**src/rtl/can_wake_pkg.sv**
```systemverilog
package can_wake_pkg;

  typedef enum logic [2:0] {
    ST_IDLE,
    ST_WAIT_REC,
    ST_WAIT_DOM,
    ST_WOKE,
    ST_REARM
  } wake_st_t;

  // A run qualifies once its length exceeds the filter time.
  function automatic logic run_filtered(input int run_len, input int filt);
    return run_len > filt;
  endfunction

  // Window ends on the last cycle counted from zero.
  function automatic logic window_done(input int elapsed, input int limit);
    return (elapsed + 1) >= limit;
  endfunction

endpackage

```
**src/rtl/cwd_sync.sv**
```systemverilog
module cwd_sync #(
  parameter int STAGES = 2
) (
  input  logic clk,
  input  logic rst_n,
  input  logic d,
  output logic q
);
  logic [STAGES-1:0] chain;

  always_ff @(posedge clk or negedge rst_n) begin
    if (!rst_n) chain <= '0;
    else        chain <= {chain[STAGES-2:0], d};
  end

  assign q = chain[STAGES-1];
endmodule

```
**src/rtl/cwd_run_filter.sv**
```systemverilog
module cwd_run_filter
  import can_wake_pkg::*;
#(
  parameter int FILTER_CYCLES = 8
) (
  input  logic clk,
  input  logic rst_n,
  input  logic enable,
  input  logic lvl_in,
  output logic lvl_q,
  output logic qual
);
  localparam int CW = $clog2(FILTER_CYCLES + 2);
  localparam logic [CW-1:0] SAT = CW'(FILTER_CYCLES + 1);

  logic [CW-1:0] run_cnt;

  always_ff @(posedge clk or negedge rst_n) begin
    if (!rst_n) begin
      lvl_q   <= 1'b0;
      run_cnt <= '0;
    end else if (!enable) begin
      lvl_q   <= 1'b0;
      run_cnt <= '0;
    end else if (lvl_in != lvl_q) begin
      lvl_q   <= lvl_in;
      run_cnt <= CW'(1);
    end else if (run_cnt != SAT) begin
      run_cnt <= run_cnt + 1'b1;
    end
  end

  assign qual = run_filtered(32'(run_cnt), FILTER_CYCLES);
endmodule

```
**src/rtl/cwd_window_timer.sv**
```systemverilog
module cwd_window_timer
  import can_wake_pkg::*;
#(
  parameter int TIMEOUT_CYCLES = 2000
) (
  input  logic clk,
  input  logic rst_n,
  input  logic run,
  output logic expired
);
  localparam int TW = $clog2(TIMEOUT_CYCLES + 1);

  logic [TW-1:0] elapsed;

  always_ff @(posedge clk or negedge rst_n) begin
    if (!rst_n)         elapsed <= '0;
    else if (!run)      elapsed <= '0;
    else if (!expired)  elapsed <= elapsed + 1'b1;
  end

  assign expired = run && window_done(32'(elapsed), TIMEOUT_CYCLES);
endmodule

```
**src/rtl/can_wake_detector.sv**
```systemverilog
module can_wake_detector
  import can_wake_pkg::*;
#(
  parameter int FILTER_CYCLES  = 8,
  parameter int TIMEOUT_CYCLES = 2000,
  parameter int SYNC_STAGES    = 2
) (
  input  logic clk,
  input  logic rst_n,
  input  logic enable,
  input  logic bus_dom_raw,
  input  logic vio_ok,
  input  logic wake_clear,
  output logic wake_req,
  output logic rxd_n
);
  wake_st_t st;
  logic bus_sync;
  logic bus_lvl;
  logic qual;
  logic qual_dom;
  logic qual_rec;
  logic pattern_busy;
  logic rearm_pending;
  logic tmo_evt;
  logic recog_evt;
  logic wake_q;

  cwd_sync #(.STAGES(SYNC_STAGES)) u_sync (
    .clk(clk), .rst_n(rst_n), .d(bus_dom_raw), .q(bus_sync)
  );

  cwd_run_filter #(.FILTER_CYCLES(FILTER_CYCLES)) u_filt (
    .clk(clk), .rst_n(rst_n), .enable(enable),
    .lvl_in(bus_sync), .lvl_q(bus_lvl), .qual(qual)
  );

  cwd_window_timer #(.TIMEOUT_CYCLES(TIMEOUT_CYCLES)) u_tmr (
    .clk(clk), .rst_n(rst_n), .run(pattern_busy), .expired(tmo_evt)
  );

  assign qual_dom      = qual & bus_lvl;
  assign qual_rec      = qual & ~bus_lvl;
  assign pattern_busy  = (st == ST_WAIT_REC) || (st == ST_WAIT_DOM);
  assign rearm_pending = (st == ST_REARM);
  assign recog_evt     = (st == ST_WAIT_DOM) && qual_dom;

  always_ff @(posedge clk or negedge rst_n) begin
    if (!rst_n) begin
      st     <= ST_IDLE;
      wake_q <= 1'b0;
    end else if (!enable || wake_clear) begin
      st     <= ST_IDLE;
      wake_q <= 1'b0;
    end else begin
      unique case (st)
        ST_IDLE:     if (qual_dom) st <= ST_WAIT_REC;
        ST_WAIT_REC: begin
          if (tmo_evt)       st <= bus_lvl ? ST_REARM : ST_IDLE;
          else if (qual_rec) st <= ST_WAIT_DOM;
        end
        ST_WAIT_DOM: begin
          if (recog_evt) begin
            st     <= ST_WOKE;
            wake_q <= 1'b1;
          end else if (tmo_evt) begin
            st <= bus_lvl ? ST_REARM : ST_IDLE;
          end
        end
        ST_WOKE:     st <= ST_WOKE;
        ST_REARM:    if (qual_rec) st <= ST_IDLE;
        default:     st <= ST_IDLE;
      endcase
    end
  end

  assign wake_req = wake_q;
  assign rxd_n    = ~(wake_q & vio_ok);
endmodule

```
**config.mk**
```make
export PLATFORM = sky130hd
export DESIGN_NAME = can_wake_detector
export DESIGN_NICKNAME = d
export VERILOG_FILES = /design/src/rtl/can_wake_pkg.sv /design/src/rtl/cwd_sync.sv /design/src/rtl/cwd_run_filter.sv /design/src/rtl/cwd_window_timer.sv /design/src/rtl/can_wake_detector.sv
export SDC_FILE = /design/constraint.sdc
export NUM_CORES = 1
export LEC_CHECK = 0
export BUFFER_PORTS_ARGS = -buffer_cell sky130_fd_sc_hd__buf_4
export CAP_MARGIN = 30
export CORE_AREA = 2 2 53 55
export CTS_CLUSTER_DIAMETER = 200
export DETAILED_ROUTE_END_ITERATION = 6
export DIE_AREA = 0 0 55 57
export GPL_ROUTABILITY_DRIVEN = 0
export GPL_TIMING_DRIVEN = 1
export PLACE_DENSITY_LB_ADDON = 0.2
export SYNTH_ARGS = -nofsm -noshare
export SYNTH_HDL_FRONTEND = slang
export SYNTH_SLANG_ARGS = --single-unit
```
**constraint.sdc**
```tcl
create_clock -name clk -period 3.9 [get_ports clk]
set_input_delay 0.39 -clock clk [delete_from_list [all_inputs] [get_ports clk]]
set_output_delay 0.39 -clock clk [all_outputs]
set_load 0.02 [all_outputs]
```
Word level (Yosys, flattened, before mapping). Cells that the tools add are included.

Register bits: 22. Input bits: 6. Output and inout bits: 2. Word-level logic and storage cells: 58.

$add $sub $neg: 3. $lt $le $gt $ge: 2. Equal/unequal tests: 13. Muxes and demuxes: 19. Bitwise gates (word level): 5. Reduce and logical (&&, ||, !) cells: 10.

Operators by type and width (number): greater-or-equal comparator 32 x 12 -> 1 bit (second input constant) (1); two-way mux 3 bit (8); two-way mux 11 bit (2); one-hot mux 3 bit (5 select lines) (1); adder 11 x 1 -> 12 bit (second input constant) (1); two-way mux 4 bit (3); adder 11 x 1 -> 11 bit (second input constant) (1); != test 4 x 3 -> 1 bit (second input constant) (2); == test 3 x 2 -> 1 bit (second input constant) (2); two-way mux 1 bit (5); adder 4 x 1 -> 4 bit (second input constant) (1); greater-than comparator 4 bit (second input constant) (1); != test 4 bit (second input constant) (1); AND reduction 4 bit (1); nonzero test 2 bit (2); bitwise AND 1 bit (3); == test 3 x 1 -> 1 bit (second input constant) (1); == test 3 bit (second input constant) (1); logical NOT 3 bit (1); != test 3 x 1 -> 1 bit (second input constant) (1); != test 3 x 2 -> 1 bit (second input constant) (1); != test 3 bit (second input constant) (1); logical AND 1 bit (2); logical OR 1 bit (2); 6 further kinds (7).

Longest topological paths before layout.
Word-level depth: 7. Gate-level depth with buffers: 8. Depth with buffers taken out: 8.

Cells and area by module. Synthesis repeated with hierarchy kept, for this count alone.

Cell total of the unflattened synthesis: 142. Area, all modules: 1392.6 um2.

By module, submodules not included: cwd_window_timer (times used 1, cells each 82, area each 767.0 um2, sequential area each 275.3 um2); can_wake_detector (times used 1, cells each 32, area each 289.0 um2, sequential area each 100.1 um2); cwd_run_filter (times used 1, cells each 26, area each 286.5 um2, sequential area each 125.1 um2); cwd_sync (times used 1, cells each 2, area each 50.0 um2, sequential area each 50.0 um2).

Worst setup path before layout. OpenSTA, ideal clock, no wires.

Path kind: flip-flop to flip-flop. Start point: reg u_tmr.elapsed[0]. End point: reg u_tmr.elapsed[1]. Library setup time: 0.131 ns. Data arrival time: 1.921 ns. Data required time: 3.769 ns. Setup slack: 1.848 ns. Stages on the path, launching flop included: 9. Buffers on the path: 1. Period minus slack after synthesis: 2.052 ns. Cell sequence: dfrtp_1 > ha_1 > and2_4 > o31ai_2 > a2bb2oi_2 > o31a_1 > buf_4 > o211ai_1 > o21ai_1.

Cells in the longest elaborated chain, start to end: 4. Elaborated cells on any way between the ends: 7. Classes of those cells: add/sub (2); order compare (1); eq/ne (1); mux (2); reduce/logical (1).

RTL lines: start: declaration (line cwd_window_timer.sv:13) `logic [TW-1:0] elapsed;`; start signal: assignment (line cwd_window_timer.sv:18) `else if (!expired) elapsed <= elapsed + 1'b1;`; adder 11 x 1 -> 12 bit (line can_wake_pkg.sv:18) `return (elapsed + 1) >= limit;`; greater-or-equal comparator 32 x 12 -> 1 bit (line can_wake_pkg.sv:18); logical AND 1 bit (line cwd_window_timer.sv:21) `assign expired = run && window_done(32'(elapsed), TIMEOUT_CYCLES);`; != test 2 bit (no line).

Several ways; a longest one is shown, not always the timed one. The select of a mux whose other input is x is not followed. A chain may end at the register's enable or synchronous reset.

Worst setup path after layout.
Start point: reg u_tmr.elapsed[0]. End point: reg u_tmr.elapsed[5].

The elaborated chain is that of the path after synthesis.

==> flow_summary.yaml <==
status:
  status: "complete, no violations"
clock_tree:
  htree_levels: 1
  cts_hold_buffers: 1
  clk_latency_ps: 310
  root_buffer: "clkbuf_4"
  path_clk_slew_ps: 110
  cts_tree: "yes"
  ctsLongestPathBuffers: 2
  cts_resized: 0
  post_cts_buffers: 0
  numCtsBuffers: 3
  clock-sinks: 22
power_and_ir_drop:
  leakage_nw: 0.639
  vdd_drop_max_uv: 245
  p_per_area_nw_per_um2: 232
detailed_routing:
  via_count: 1374
  avgViaCountPerCell: 6.48
  drc: 0
  finalWirelength_mm: 3.34
  drt_first_pass_iters: 6
  routedWlPerCell_um: 15.8
  detailedRoute.firstIterationViolations: 59
  antenna_left: 0
synthesis:
  syn-cell-area_um2: 1570
  synth_top_area_cell: "dfrtp_1"
  yosys-top-cells-area: "dfrtp_1 (35%), nand2_1 (5.5%), ha_1 (4.0%)"
  synth_cell_types: 50
  yosys_register_bits: 22
  netlist.area_leader.share_pct: 35.1
  yosys_warnings: 0
  synth_top_flop_cell: "dfrtp_1"
  ys_async_sr_fraction_pct: 100
  ys_seq_area_share_pct: 35.1
  synthesis.instances: 178
  syn_nets: 189
  syn_avg_cell_area_um2: 8.80
  synth-edff-count: 0
timing:
  fin_crit_ps: 2390
  worst_pin_slew_ps: 1080
  fin_skew_ps: 7.05
  worst_slack_ps: 1510
  drv_slew: 0
  final.period_utilization_pct: 61.2
  rsz0062_at_grt: "no"
  tns_ps: 0
  holdWs_ps: 179
  slew_headroom_pct: 28.0
  finalHoldViolations: 0
  fmax_ghz: 0.419
  finalSetupViolCount: 0
floorplanning:
  initial_utilization_pct: 59.9
  core_um2: 2620
  die-area_um2: 3140
  die-width_um: 55
  std_cell_rows: 19
  pin_count: 8
  die_y_um: 57
finish:
  stdcell_count: 212
  area_growth_pct: 5.91
  diodes: 0
  drive_gt1_share_pct: 14.4
  final_area_um2: 1660
  layout_commonest_cell: "nand2_1"
  fin_nets: 193
  mostFrequentLayoutCells: "nand2_1 (23), dfrtp_1 (22), a21oi_1 (10), nor3_1 (10), nor2_1 (9)"
  nFillCells: 233
setup_path:
  start_kind: "register"
  worstPathRequired_ps: 4140
  endpoint_kind: "register"
  r2r_setup_slack_ps: 1510
  critical_path_class: "register to register"
  crit_arrival_ps: 2630
  worstSetupStartpoint: "u_tmr.elapsed[0]$_DFFE_PN0P_"
  timing.rr.start: "u_tmr.elapsed[0]$_DFFE_PN0P_"
  cp_max_fo: 13
worst_hold_path:
  holdCritPathClass: "input pin to register"
  worstHoldStart: "bus_dom_raw"
placed_design:
  dp_hpwl_mm: 2.43
  pre_cts_ws_ps: 1550
  dp_cells: 207
  post_dp_cell_area_um2: 1610
  numPortBuffers: 7
global_routing:
  grt_pass1_vias: 1335
  grt_max_degree: 23
  antenna_found_initial: 0
  grtUsageTotal_pct: 24.9
  grt_pass1_wl_mm: 5.79
  grt-ovfl-total: 0
flow_run:
  maxCapViolCount: 0
==> sequential cells by signal (all words and copies together) (netlist names) <==
signal	cells
u_tmr.elapsed	11
u_filt.run_cnt	4
st	3
u_sync.chain	2
u_filt.lvl_q	1
wake_req	1
==> cells by family (layout without fill, tap and decap cells) <==
group / Yosys count / count (layout) / synth area share [%]
AOI/OAI and AO/OA: 45 / 45 / 22.3
xor gates and xnor gates: 4 / 4 / 2.24
adders and majority gates: 5 / 5 / 3.99
buffers and inverters: 16 / 19 / 4.55
DFF: 22 / 22 / 35.1
muxes: 4 / 4 / 2.64
and+or+nand+nor: 82 / 82 / 29.2
==> worst max-delay path, cell delays in order, from the launching register on <==
cell and delay [ps]:
dfrtp_1 480, ha_1 310, and2_4 180, o31ai_2 260, a2bb2oi_2 120, o31a_1 470
o2111ai_1 290, mux2i_1 210
==> synth_stat cells, types with 3 or more instances <==
master and count:
nor2b_1 4, a21oi_1 10, clkbuf_1 4, a31oi_1 4
o211ai_1 5, a21o_1 3, ha_1 5, xnor2_1 3
mux2i_1 3, dfrtp_1 22, nor4_1 5, inv_1 6
nand3_1 8, nand2b_1 4, nand4b_1 3, nor2_1 9
nor3_1 10, nand2_1 23, o21ai_0 4, buf_2 3
==> path summary, 6_finish.rpt <==
| path | endpoint | depth (start not counted) |
|---|---|---|
| worst max-delay path | u_tmr.elapsed[5]$_DFFE_PN0P_ | 7 |
| worst min register to register | u_sync.chain[1]$_DFF_PN0_ | 0 |
| min in group asynchronous | u_tmr.elapsed[6]$_DFFE_PN0P_ | 2 |
| worst max register to register | u_tmr.elapsed[5]$_DFFE_PN0P_ | 7 |
| max in group asynchronous | u_tmr.elapsed[1]$_DFFE_PN0P_ | 2 |
| worst min-delay path | u_sync.chain[0]$_DFF_PN0_ | 1 |
==> power breakdown <==
part | internal (mW) | switching (mW) | leakage (nW)
clock network | 0.0571 | 0.0694 | 0.0210
logic | 0.0102 | 0.0120 | 0.319
registers | 0.231 | 0.00418 | 0.299
==> through the flow <==
step / power (mW) / utilization [%]
final: 0.384 / 63.4
after global routing: 0.405 / 63.4
after CTS: 0.391 / 63.4
after detailed placement: 0.262 / 61.7
after global placement: 0.261 / 61.7
after floorplan: 0.250 / -
==> routing by layer <==
metal	GRT usage [%]	vias up	share of wire, %
li1	-	663	-
met1	31.5	661	44
met2	41.7	40	50
met3	3.66	10	4.4
met4	10.5	0	1.8
met5	0	-	0
==> final cells by class <==
class | count | area (um^2) | share of cell area, %
multi-input cells | 140 | 945 | 56.9
flip-flops and latches | 22 | 551 | 33.2
repair buffers | 8 | 62.6 | 3.77
well taps | 31 | 38.8 | 2.34
clock buffers | 4 | 36.3 | 2.19
inverters | 7 | 26.3 | 1.58
No activity file was read; power rests on OpenSTA's default activity.
